## src/rtl/strap_cfg_pkg.sv

```systemverilog
package strap_cfg_pkg;
    localparam int FSEL_W  = 3;
    localparam int DATA_W  = 8;
    localparam int ADDR_W  = 2;
    localparam int NFIELDS = 4;

    localparam logic [ADDR_W-1:0] A_FSEL   = 2'd0;
    localparam logic [ADDR_W-1:0] A_GRP    = 2'd1;
    localparam logic [ADDR_W-1:0] A_AUX    = 2'd2;
    localparam logic [ADDR_W-1:0] A_SPREAD = 2'd3;

    typedef enum logic [0:0] {
        ST_CAPTURE = 1'b0,
        ST_ACTIVE  = 1'b1
    } ctrl_state_t;
endpackage

```

## src/rtl/strap_capture.sv

```systemverilog
module strap_capture
    import strap_cfg_pkg::*;
(
    input  logic              clk,
    input  logic              rst_n,
    input  logic              capture_en,
    input  logic [FSEL_W-1:0] pin_fsel,
    input  logic              pin_grp_sel_n,
    input  logic              pin_aux_sel_n,
    input  logic              pin_spread,
    output logic [FSEL_W-1:0] raw_fsel,
    output logic              raw_grp_n,
    output logic              raw_aux_n,
    output logic              raw_spread
);
    always_ff @(posedge clk or negedge rst_n) begin
        if (!rst_n) begin
            raw_fsel   <= '1;
            raw_grp_n  <= 1'b1;
            raw_aux_n  <= 1'b1;
            raw_spread <= 1'b1;
        end else if (capture_en) begin
            raw_fsel   <= pin_fsel;
            raw_grp_n  <= pin_grp_sel_n;
            raw_aux_n  <= pin_aux_sel_n;
            raw_spread <= pin_spread;
        end
    end


    latch_hold_chk: assert property (@(posedge clk) disable iff (!rst_n)
        !capture_en |=> $stable({raw_fsel, raw_grp_n, raw_aux_n, raw_spread}));
endmodule

```

## src/rtl/cfg_override.sv

```systemverilog
module cfg_override
    import strap_cfg_pkg::*;
(
    input  logic               clk,
    input  logic               rst_n,
    input  logic               wr_ok,
    input  logic [ADDR_W-1:0]  wr_addr,
    input  logic [DATA_W-1:0]  wr_data,
    input  logic [FSEL_W-1:0]  strap_fsel,
    input  logic               strap_grp66,
    input  logic               strap_aux48,
    input  logic               strap_spread,
    output logic [FSEL_W-1:0]  eff_fsel,
    output logic               eff_grp66,
    output logic               eff_aux48,
    output logic               eff_spread,
    output logic [NFIELDS-1:0] written
);
    logic [FSEL_W-1:0]  reg_fsel;
    logic [NFIELDS-1:1] reg_bit;
    logic [NFIELDS-1:0] written_q;

    genvar gi;
    generate
        for (gi = 0; gi < NFIELDS; gi++) begin : g_flag
            always_ff @(posedge clk or negedge rst_n) begin
                if (!rst_n)
                    written_q[gi] <= 1'b0;
                else if (wr_ok && wr_addr == ADDR_W'(gi))
                    written_q[gi] <= 1'b1;
            end

            flag_sticky_chk: assert property (@(posedge clk) disable iff (!rst_n)
                !$fell(written_q[gi]));
        end
        for (gi = 1; gi < NFIELDS; gi++) begin : g_bit
            always_ff @(posedge clk or negedge rst_n) begin
                if (!rst_n)
                    reg_bit[gi] <= 1'b0;
                else if (wr_ok && wr_addr == ADDR_W'(gi))
                    reg_bit[gi] <= wr_data[0];
            end
        end
    endgenerate

    always_ff @(posedge clk or negedge rst_n) begin
        if (!rst_n)
            reg_fsel <= '0;
        else if (wr_ok && wr_addr == A_FSEL)
            reg_fsel <= wr_data[FSEL_W-1:0];
    end

    always_comb begin
        eff_fsel   = written_q[A_FSEL]   ? reg_fsel          : strap_fsel;
        eff_grp66  = written_q[A_GRP]    ? reg_bit[A_GRP]    : strap_grp66;
        eff_aux48  = written_q[A_AUX]    ? reg_bit[A_AUX]    : strap_aux48;
        eff_spread = written_q[A_SPREAD] ? reg_bit[A_SPREAD] : strap_spread;
        written    = written_q;
    end


    fsel_write_chk: assert property (@(posedge clk) disable iff (!rst_n)
        (wr_ok && wr_addr == A_FSEL) |=> eff_fsel == $past(wr_data[FSEL_W-1:0]));

    spread_write_chk: assert property (@(posedge clk) disable iff (!rst_n)
        (wr_ok && wr_addr == A_SPREAD) |=> eff_spread == $past(wr_data[0]));
endmodule

```

## src/rtl/mode_decode.sv

```systemverilog
module mode_decode
    import strap_cfg_pkg::*;
(
    input  logic [FSEL_W-1:0] fsel,
    input  logic              grp66,
    output logic              m_normal,
    output logic              m_reserved,
    output logic              m_bypass,
    output logic              m_tristate,
    output logic              div3
);
    always_comb begin
        m_normal   = 1'b0;
        m_reserved = 1'b0;
        m_bypass   = 1'b0;
        m_tristate = 1'b0;
        if (fsel[FSEL_W-1])
            m_normal = 1'b1;
        else if (fsel[FSEL_W-2])
            m_reserved = 1'b1;
        else if (fsel[0])
            m_bypass = 1'b1;
        else
            m_tristate = 1'b1;
        div3 = m_bypass & grp66;
    end
endmodule

```

## src/rtl/strap_cfg_ctrl.sv

```systemverilog
module strap_cfg_ctrl
    import strap_cfg_pkg::*;
(
    input  logic              clk,
    input  logic              rst_n,
    input  logic [FSEL_W-1:0] pin_fsel,
    input  logic              pin_grp_sel_n,
    input  logic              pin_aux_sel_n,
    input  logic              pin_spread,
    input  logic              wr_en,
    input  logic [ADDR_W-1:0] wr_addr,
    input  logic [DATA_W-1:0] wr_data,
    input  logic              rd_en,
    input  logic [ADDR_W-1:0] rd_addr,
    output logic [DATA_W-1:0] rd_data,
    output logic              rd_valid,
    output logic              cfg_valid,
    output logic [FSEL_W-1:0] eff_fsel,
    output logic              eff_grp66,
    output logic              eff_aux48,
    output logic              eff_spread,
    output logic              mode_normal,
    output logic              mode_reserved,
    output logic              mode_bypass,
    output logic              mode_tristate,
    output logic              grp_div3
);
    localparam int PAD_W = DATA_W - FSEL_W - 3;

    ctrl_state_t state_q, state_d;
    logic capture_en, wr_ok;
    logic [FSEL_W-1:0]  raw_fsel;
    logic               raw_grp_n, raw_aux_n, raw_spread;
    logic [NFIELDS-1:0] written;

    // state register
    always_ff @(posedge clk or negedge rst_n) begin
        if (!rst_n) state_q <= ST_CAPTURE;
        else        state_q <= state_d;
    end

    // next state and outputs
    always_comb begin
        state_d    = state_q;
        capture_en = 1'b0;
        wr_ok      = 1'b0;
        cfg_valid  = 1'b0;
        unique case (state_q)
            ST_CAPTURE: begin
                capture_en = 1'b1;
                state_d    = ST_ACTIVE;   // capture_done
            end
            ST_ACTIVE: begin
                cfg_valid = 1'b1;
                wr_ok     = wr_en;
            end
            default: state_d = ST_CAPTURE;
        endcase
    end

    strap_capture cap_i (
        .clk(clk), .rst_n(rst_n), .capture_en(capture_en),
        .pin_fsel(pin_fsel), .pin_grp_sel_n(pin_grp_sel_n),
        .pin_aux_sel_n(pin_aux_sel_n), .pin_spread(pin_spread),
        .raw_fsel(raw_fsel), .raw_grp_n(raw_grp_n),
        .raw_aux_n(raw_aux_n), .raw_spread(raw_spread)
    );

    cfg_override ovr_i (
        .clk(clk), .rst_n(rst_n), .wr_ok(wr_ok), .wr_addr(wr_addr), .wr_data(wr_data),
        .strap_fsel(raw_fsel), .strap_grp66(~raw_grp_n),
        .strap_aux48(~raw_aux_n), .strap_spread(raw_spread),
        .eff_fsel(eff_fsel), .eff_grp66(eff_grp66),
        .eff_aux48(eff_aux48), .eff_spread(eff_spread), .written(written)
    );

    mode_decode dec_i (
        .fsel(eff_fsel), .grp66(eff_grp66),
        .m_normal(mode_normal), .m_reserved(mode_reserved),
        .m_bypass(mode_bypass), .m_tristate(mode_tristate), .div3(grp_div3)
    );

    always_ff @(posedge clk or negedge rst_n) begin
        if (!rst_n) begin
            rd_data  <= '0;
            rd_valid <= 1'b0;
        end else begin
            rd_valid <= rd_en;
            if (rd_en) begin
                unique case (rd_addr)
                    2'd0: rd_data <= {PAD_W'(0), eff_spread, eff_aux48, eff_grp66, eff_fsel};
                    2'd1: rd_data <= {PAD_W'(0), raw_spread, raw_aux_n, raw_grp_n, raw_fsel};
                    2'd2: rd_data <= {(DATA_W-NFIELDS)'(0), written};
                    default: rd_data <= {(DATA_W-4)'(0), mode_tristate, mode_bypass,
                                         mode_reserved, mode_normal};
                endcase
            end
        end
    end


    mode_onehot_chk: assert property (@(posedge clk) disable iff (!rst_n)
        $countones({mode_normal, mode_reserved, mode_bypass, mode_tristate}) == 1);

    rd_resp_chk: assert property (@(posedge clk) disable iff (!rst_n)
        rd_en |=> rd_valid);

    valid_stays_chk: assert property (@(posedge clk) disable iff (!rst_n)
        cfg_valid |=> cfg_valid);

    div3_bypass_chk: assert property (@(posedge clk) disable iff (!rst_n)
        grp_div3 |-> (eff_fsel == 3'b001));
endmodule

```

## config.mk

```make
export PLATFORM = sky130hd
export DESIGN_NAME = strap_cfg_ctrl
export DESIGN_NICKNAME = d
export VERILOG_FILES = /design/src/rtl/strap_cfg_pkg.sv /design/src/rtl/strap_capture.sv /design/src/rtl/cfg_override.sv /design/src/rtl/mode_decode.sv /design/src/rtl/strap_cfg_ctrl.sv
export SDC_FILE = /design/constraint.sdc
export NUM_CORES = 1
export LEC_CHECK = 0
export BUFFER_PORTS_ARGS = -buffer_cell sky130_fd_sc_hd__buf_2
export CORE_AREA = 2 2 104 56
export CTS_BUF_LIST = sky130_fd_sc_hd__clkbuf_4 sky130_fd_sc_hd__clkbuf_8 sky130_fd_sc_hd__clkbuf_16
export CTS_CLUSTER_SIZE = 16
export DETAILED_ROUTE_END_ITERATION = 8
export DIE_AREA = 0 0 106 58
export GPL_ROUTABILITY_DRIVEN = 0
export HOLD_SLACK_MARGIN = 0.05
export PLACE_DENSITY = 0.54
export SLEW_MARGIN = 20
export SYNTH_ARGS = -nofsm -noshare
export SYNTH_HDL_FRONTEND = slang
export SYNTH_SLANG_ARGS = --single-unit
```

## constraint.sdc

```tcl
create_clock -name clk -period 1.19 [get_ports clk]
set_input_delay 0.2975 -clock clk [delete_from_list [all_inputs] [get_ports clk]]
set_output_delay 0.2975 -clock clk [all_outputs]
set_load 0.005 [all_outputs]
```

======== After elaboration in Yosys (flattened, before gate mapping) ========
Index checks and enable logic that the tools add are counted.
storage, ports and cells
  word-level logic and storage cells ...... 45
  output and inout bits ................... 21
  input port bits ......................... 22
  bits in registers ....................... 26
operators by class
  reductions and logical operators ........ 6
  bitwise operators ....................... 3
  muxes and demuxes ....................... 16
  eq/ne operators ......................... 5
operators with widths
  kind                                                              number
  6-bit one-hot mux with 3 select lines                             1
  1-bit two-way mux                                                 14
  2-bit == test (second input constant)                             3
  2-bit by 1-bit == test with 1-bit output (second input constant)  2
  1-bit logical AND                                                 4
  2-bit logical NOT                                                 2
  3-bit two-way mux                                                 1
  1-bit NOT                                                         2
  1-bit bitwise AND                                                 1

======== Logic depth before layout (Yosys ltp) ========
Gate-level depths: netlist of run 1.
  word-level depth ........................ 5
  gate-level depth with buffers ........... 5
  depth with buffers taken out ............ 4

======== Hierarchy ========
Synthesis of run 1 repeated with hierarchy kept, for this count alone.
unflattened totals
  cells, all modules ...................... 89
  area, all modules ....................... 1193.6 µm²
by module, submodules not included
  module          cells each  times used  seq. area each (µm²)  area each (µm²)
  cfg_override    30          1           250.2                 449.2
  strap_cfg_ctrl  41          1           200.2                 444.2
  strap_capture   13          1           157.7                 259.0
  mode_decode     5           1           0.0                   41.3

======== Worst setup path before layout of run 1 ========
OpenSTA, ideal clock, no wires.
  path type ............................... flip-flop to output port
  start ................................... register cap_i.raw_fsel[2]
  end ..................................... output grp_div3
  stages on the path, launching flop included .. 4
  required time ........................... 892 ps
  buffers on the path ..................... 0
  slack ................................... -106 ps
  arrival ................................. 998 ps
  cell sequence ........................... dfstp_2 > nor3_2 > a22o_4 > and2_1
between the ends
  cells in the longest elaborated chain, start to end .. 3
ends and longest elaborated chain
  item                    line                  source
  start, declared         strap_capture.sv:11   output logic [FSEL_W-1:0] raw_fsel,
  start signal, assigned  strap_capture.sv:23   raw_fsel <= pin_fsel;
  3-bit two-way mux       cfg_override.sv:54    eff_fsel = written_q[A_FSEL] ? reg_fsel : strap_fsel;
  1-bit two-way mux       mode_decode.sv:17     if (fsel[FSEL_W-1])
  named net mode_bypass   strap_cfg_ctrl.sv:24  output logic mode_bypass,
  1-bit bitwise AND       mode_decode.sv:25     div3 = m_bypass & grp66;
  end, declared           strap_cfg_ctrl.sv:26  output logic grp_div3
The timed path passes the listed nets, and every way through them passes these cells.

======== Final worst setup path of run 1 ========
  start ................................... register ovr_i.written_q[0] (netlist: ovr_i.written[0])
  end ..................................... output grp_div3
between the ends
  cells in the longest elaborated chain, start to end .. 5
ends and longest elaborated chain
  item                             line                source
  start, declared                  cfg_override.sv:21  logic [NFIELDS-1:0] written_q;
  start signal, assigned by index  cfg_override.sv:28  written_q[gi] <= 1'b0;
  start signal, assigned by index  cfg_override.sv:30  written_q[gi] <= 1'b1;
  3-bit two-way mux *              cfg_override.sv:54
  1-bit two-way mux                mode_decode.sv:21   else if (fsel[0])
  1-bit two-way mux                mode_decode.sv:19   else if (fsel[FSEL_W-2])
  1-bit two-way mux *              mode_decode.sv:17
  1-bit bitwise AND *              mode_decode.sv:25
Mark *: on every way between the ends. The rest lies on a longest branch, timed or not.

==> metrics.md, run 1 <==
| Metric | Value |
|---|---|
| Asr flop ratio synth | 100% |
| IO Count | 43 |
| Final WS setup | -0.491 ns |
| Dominant synthesized flop cell | dfrtp_1 |
| Achievable frequency | roughly 600 MHz |
| Worst path top cell family by delay | flip-flops |
| Worst setup path start | ovr_i.written[0] |
| Post-place setup slack | -0.255 ns |
| CTS tree | yes |
| Fin crit share | 141% |
| Stages on worst setup path | 4 |
| Post-Syn Area | 1260 sq um |
| Initial antenna violation count | 0 |
| Vias in the first global route | just over 900 |
| Total power | between 2 and 3 mW |
| Syn-to-layout area delta | 53.6% |
| Highest-count cells in the layout ignoring fill and taps | buf_2, buf_4, dfrtp_1 |
| Buf/Inv on CP | 1 |
| Worst R2R Start | ovr_i.written[0] |
| Vias | 1022 |
| IO Port Bufs | 35 |
| Die Wd | between 100 and 150 um |
| Worst reg2reg path depth | 5 |
| Final nets | ~200 |
| Seq/Total Area, Yosys | about half |
| GRT Total Usage | between 10% and 20% |
| Final setup viols | 17 |
| Unrepaired setup endpoints after global routing | yes |
| Post-route DRC | 0 |
| Final slew viol count | 0 |
| CP max FO | 7 |
| Worst Setup Path Type | register to output pin |
| Clk pin slew, worst setup/hold paths | around 0.09 ns |
| Failing checks | setup timing |
| Setup TNS | -4.37 ns |
| DIE AREA | slightly above 6000 sq um |
| CP max stage delay | between 0.4 and 0.5 ns |
| Final clock skew | roughly 0.0012 ns |
| CTS H-tree depth | 1 |
| Antenna cells | 0 |
| Core ar. | roughly 5300 sq um |
| Ys Warns | 0 |
| Post-layout util | 36.8% |
| Final antenna-violating net count | 0 |
| First-pass GRT wire length | between 4000 and 5000 um |
| EDFF count, synth | 0 |
| CTS Sinks | 24 |
| Clock Latency Late Sink | 0.27 ns |
| Clock Path Buffers | 2 |
| Gr ovfl total | 0 |
| Detail Placement HPWL | approximately 2400 um |
| # fillers | between 500 and 600 |
| Final worst path period need | approximately 1.7 ns |
| WL final | approximately 3200 um |
| Syn avg cell area | around 11 sq um |
| Initial Util | 24.0% |
| Commonest non-fill, non-tap cell in the layout | buf_2 |
| DR WL/cell | roughly 13 um |
| Crit-path cells | nor3b_4 -> a22o_4 -> and2_4 -> buf_6 |
| R2R setup slack | -0.23 ns |
| Largest net degree at the start of global routing | 15 |
| Cell Rows | 19 |
| Final Cell Area | approximately 1900 sq um |
| CTS Buf Count | 3 |
| Crit end category | output pin |
| Pre-antenna DRT Iters | 4 |
| Max VDD drop | 0.671 mV |
| Slowest cell on the critical path | dfrtp_2 |
| Leakage | just under 0.9 nW |
| Synthesized instance count | ~110 |
| Data arrival, critical path | between 1 and 1.5 ns |
| R2r endpoint | rd_data[1] |
| Status | finished, violations left |
| Power Dens Cells | 1350 nW/um^2 |
| #FFs+latches synth | 24 |
| Layout cell share with drive strength beyond 1 | approximately 65% |
| CP startpoint kind | register |
| Max Cap Viol | 0 |
| Placed inst area | 1640 sq um |
| Starting DRT DRC Count | 22 |
| Req. time, crit path | ~0.89 ns |
| HP Class | primary input to register |
| Hold Fails Final Rpt | 0 |
| DIE HEIGHT | about 58 um |
| Post-synth cell types | 37 |
| Crit path capture | grp_div3 |
| Post-DR vias/cell | between 4 and 5 |
| CTS Root Cell | clkbuf_8 |
## power by group
part / internal, mW / total [mW] / switching [mW]
clock: 0.450 / 0.717 / 0.267
sequential: 0.940 / 1.03 / 0.0884
combinational: 0.509 / 0.869 / 0.360
total: 1.90 / 2.61 / 0.716
## layout make-up
| type | instances | area (sq um) | share of cell area [%] |
|---|---|---|---|
| Clock buffer | 3 | 41.3 | 2.14 |
| Inverter | 9 | 33.8 | 1.75 |
| Sequential cell | 24 | 611 | 31.6 |
| Tap cell | 73 | 91.3 | 4.72 |
| Clock inverter | 1 | 30.0 | 1.55 |
| Multi-Input combinational cell | 74 | 674 | 34.9 |
| Timing Repair Buffer | 64 | 452 | 23.4 |
## metal layers
layer / GRT usage [%] / share of wire, %
met3: 4.39 / 6.6
met4: 1.69 / 0.38
met5: 0 / 0
met1: 16.3 / 53
met2: 13.7 / 40
## logic make-up after synthesis
kind of cell           Yosys count  synth area share, %
multiplexers                    16                 14.4
other                            2                0.597
buffers and inverters           17                 7.36
flip-flops                      24                 48.3
AND/OR/NAND/NOR                 31                 15.0
AO/OA/AOI/OAI                   24                 14.3
## Yosys cell counts (2+ instances only)
library cell	n	share of area, %
mux2_1	3	2.7
mux2i_1	2	1.6
conb_1	2	0.60
o22ai_2	2	2.0
nand2_1	7	2.1
o21ai_0	8	3.2
buf_4	5	3.0
nor2_1	4	1.2
o22ai_1	5	2.5
mux2_2	10	8.9
or2_2	2	0.99
dfrtp_1	18	36
buf_2	2	0.80
nor3b_1	2	1.2
inv_1	9	2.7
nand3_1	2	0.80
nand2b_1	6	3.0
dfstp_2	6	13
## sequential cells by signal (all words and copies together) (netlist names)
| name | cells |
|---|---|
| rd_data | 6 |
| ovr_i.written | 4 |
| cap_i.raw_fsel | 3 |
| ovr_i.reg_bit | 3 |
| ovr_i.reg_fsel | 3 |
| cap_i.raw_aux_n | 1 |
| cap_i.raw_grp_n | 1 |
| cap_i.raw_spread | 1 |
| rd_valid | 1 |
| state_q | 1 |
## worst min-delay path by stage
| stage | start | end | slack [ns] | cells past startpoint |
|---|---|---|---|---|
| floorplan | rst_n | ovr_i.reg_bit[1] | 0.002 | 0 |
| global placement | rst_n | ovr_i.reg_fsel[1] | 0.21 | 1 |
| detailed placement | rst_n | ovr_i.written[0] | 0.21 | 1 |
| CTS | wr_data[1] | ovr_i.reg_fsel[1] | 0.23 | 3 |
| global route | wr_data[1] | ovr_i.reg_fsel[1] | 0.23 | 3 |
| finish | wr_data[1] | ovr_i.reg_fsel[1] | 0.23 | 3 |
## metrics by stage
step	hold WS, ns	instances
2_1_floorplan	0.00191	115
6_report	0.232	248
3_3_place_gp	0.207	235
3_5_place_dp	0.209	235
5_1_grt	0.227	248
4_1_cts	0.228	246
## timing repair
action / 4_1_cts / 5_1_grt
pin swaps: 0 / 3
gates resized for setup: 17 / 18
hold buffers: 1 / 0
hold endpoints to repair: 5 / 0
setup endpoints to repair: 16 / 22
setup buffers: 6 / 2
## worst reg2reg max path: cells and delay by family (launching register included)
| family | cells | cell delay, ns |
|---|---|---|
| flip-flops | 1 | 0.45 |
| multiplexers | 1 | 0.31 |
| AND/OR/NAND/NOR | 1 | 0.16 |
| AO/OA/AOI/OAI | 2 | 0.23 |
| buffers and inverters | 1 | 0.14 |
No activity file was read; power rests on OpenSTA's default activity.
==> run 2, diff against run 1 <==
--- a/config.mk
+++ b/config.mk
@@ -14,6 +14,7 @@
 export GPL_ROUTABILITY_DRIVEN = 0
 export HOLD_SLACK_MARGIN = 0.05
 export PLACE_DENSITY = 0.54
+export SKIP_CTS_REPAIR_TIMING = 1
 export SLEW_MARGIN = 20
 export SYNTH_ARGS = -nofsm -noshare
 export SYNTH_HDL_FRONTEND = slang
==> metrics.md, run 2 (same netlist as run 1, synthesis figures left out) <==
| Metric | Value |
|---|---|
| Initial Util | 24.0% (unchanged) |
| GRT Total Usage | 9.99% (-0.62 points) |
| Placed cell count | 235 (unchanged) |
| Clock Path Buffers | 2 (unchanged) |
| Highest-count cells in the layout ignoring fill and taps | buf_2, buf_4, dfrtp_1 |
| Starting DRT DRC Count | 29 (+32%) |
| CP max stage delay | 0.47 ns (about the same) |
| Die Wd | 106 um (unchanged) |
| R2r endpoint | rd_data[1] |
| Final nets | 197 (-0.51%) |
| Crit-path cells | nor3b_4 -> a22o_4 -> and2_4 -> buf_2 |
| Hold Fails Final Rpt | 0 (unchanged) |
| R2R setup slack | -0.22 ns (about the same) |
| Layout cell share with drive strength beyond 1 | 60.9% (-3.7 points) |
| IO Port Bufs | 35 (unchanged) |
| Gr ovfl total | 0 (unchanged) |
| Data arrival, critical path | 1.39 ns (about the same) |
| Vias | 1015 (-0.68%) |
| Leakage | 0.877 nW (-1.4%) |
| Commonest non-fill, non-tap cell in the layout | buf_2 |
| Largest net degree at the start of global routing | 15 (unchanged) |
| DIE AREA | 6150 sq um (unchanged) |
| Crit end category | output pin |
| WL final | 3090 um (-2.8%) |
| Unrepaired setup endpoints after global routing | yes |
| Detail Placement HPWL | 2440 um (unchanged) |
| Initial antenna violation count | 0 (unchanged) |
| CTS H-tree depth | 1 (unchanged) |
| CP startpoint kind | register |
| Syn-to-layout area delta | 49.3% |
| Antenna cells | 0 (unchanged) |
| Final worst path period need | 1.69 ns (+0.00449 ns) |
| Post-route DRC | 0 (unchanged) |
| HP Start | wr_data[1] |
| Worst reg2reg path depth | 5 (unchanged) |
| Vias in the first global route | 878 (-3.1%) |
| Final clock skew | 0.00234 ns (+0.00117 ns) |
| DIE HEIGHT | 58 um (unchanged) |
| Fin crit share | 142% (+0.38 points) |
| # fillers | 541 (unchanged) |
| Pre-antenna DRT Iters | 4 (unchanged) |
| CTS tree | yes |
| Power Dens Cells | 1350 nW/um^2 (-0.46%) |
| Hold EP | ovr_i.reg_fsel[1] |
| Core ar. | 5250 sq um (unchanged) |
| Clock Latency Late Sink | 0.27 ns (about the same) |
| Layout Cells excl Fill | 247 (-0.40%) |
| Fin Hold WS | 0.233 ns (+0.00167 ns) |
| Failing checks | setup timing |
| Post-DR vias/cell | 4.11 (-0.28%) |
| Hold path cells | 3 (unchanged) |
| IO Count | 43 (unchanged) |
| Max Cap Viol | 0 (unchanged) |
| Req. time, crit path | 0.89 ns (about the same) |
| Status | finished, violations left |
| Slowest cell on the critical path | dfrtp_2 |
| Setup TNS | -4.37 ns (+0.00164 ns) |
| Largest register FFs | 6 (unchanged) |
| Final antenna-violating net count | 0 (unchanged) |
| Achievable frequency | 593 MHz (-0.27%) |
| CTS Root Cell | clkbuf_8 |
| CTS Sinks | 24 (unchanged) |
| Worst R2R Start | ovr_i.written[0] |
| CP max FO | 7 (unchanged) |
| First-pass GRT wire length | 4590 um (-5.4%) |
| Clk pin slew, worst setup/hold paths | 0.08 ns (about the same) |
| Final setup viols | 16 (-1) |
| DR WL/cell | 12.5 um (-2.4%) |
| CTS Buf Count | 3 (unchanged) |
| Final slew viol count | 0 (unchanged) |
| Cell Rows | 19 (unchanged) |
| Largest reg by FF count | rd_data |
| HP Class | primary input to register |
| Max VDD drop | 0.661 mV (-1.5%) |
| Final WS setup | -0.495 ns (-0.00449 ns) |
| Total power | 2.53 mW (-3.2%) |
| Worst Setup Path Type | register to output pin |
-- run 2: cell types whose count changed in the layout (fill, tap and decap cells not counted), sizes merged --
| cell | delta |
|---|---|
| buf | -1 |
-- run 2: metrics by stage --
step | area (sq um) | util [%] | setup WS, ns
2_1_floorplan | 1270 | - | -0.0924
3_3_place_gp | 1640 | 31.2 | -0.231
3_5_place_dp | 1640 | 31.2 | -0.255
4_1_cts | 1710 | 32.6 | -0.561
5_1_grt | 1880 | 35.8 | -0.541
6_report | 1880 | 35.8 | -0.495
-- run 2: cell type report --
cell class	instances	area [sq um]	share of cell area, %
clock inverter	1	30.0	1.60
timing repair buffer	63	424	22.6
inverter	9	33.8	1.80
clock buffer	3	41.3	2.20
sequential	24	611	32.5
tap	73	91.3	4.86
multi-input combinational	74	648	34.5
-- run 2: worst max-delay path by stage --
| stage | start | depth (start not counted) | slack [ns] | end |
|---|---|---|---|---|
| finish | ovr_i.written[0] | 4 | -0.50 | grp_div3 |
| global route | cap_i.raw_fsel[2] | 4 | -0.54 | grp_div3 |
| CTS | ovr_i.written[0] | 4 | -0.56 | grp_div3 |
| detailed placement | ovr_i.written[0] | 4 | -0.26 | grp_div3 |
| global placement | ovr_i.written[0] | 4 | -0.23 | grp_div3 |
| floorplan | cap_i.raw_fsel[1] | 3 | -0.09 | grp_div3 |
-- run 2: report_power, final --
| part | total [mW] | leakage (nW) | switching [mW] | internal [mW] |
|---|---|---|---|---|
| logic | 0.791 | 0.574 | 0.337 | 0.454 |
| clock network | 0.715 | 0.0357 | 0.265 | 0.450 |
| registers | 1.02 | 0.267 | 0.0843 | 0.940 |
-- run 2: per-layer routing --
| layer | track usage, % | vias up | part of all wire [%] | wire, um |
|---|---|---|---|---|
| met4 | 1.69 | 0 | 0.39 | 12 |
| met5 | 0 | - | 0 | 0 |
| li1 | - | 512 | - | - |
| met2 | 12.4 | 26 | 39 | 1200 |
| met3 | 4.16 | 2 | 6.4 | 198 |
| met1 | 15.8 | 475 | 54 | 1680 |
-- run 2: worst max-delay path, delay by kind of cell, from the launching register on --
kind                   cells  cell delay [ns]
buffers and inverters      1             0.11
AO/OA/AOI/OAI              1             0.23
flip-flops                 1             0.47
AND/OR/NAND/NOR            2             0.31
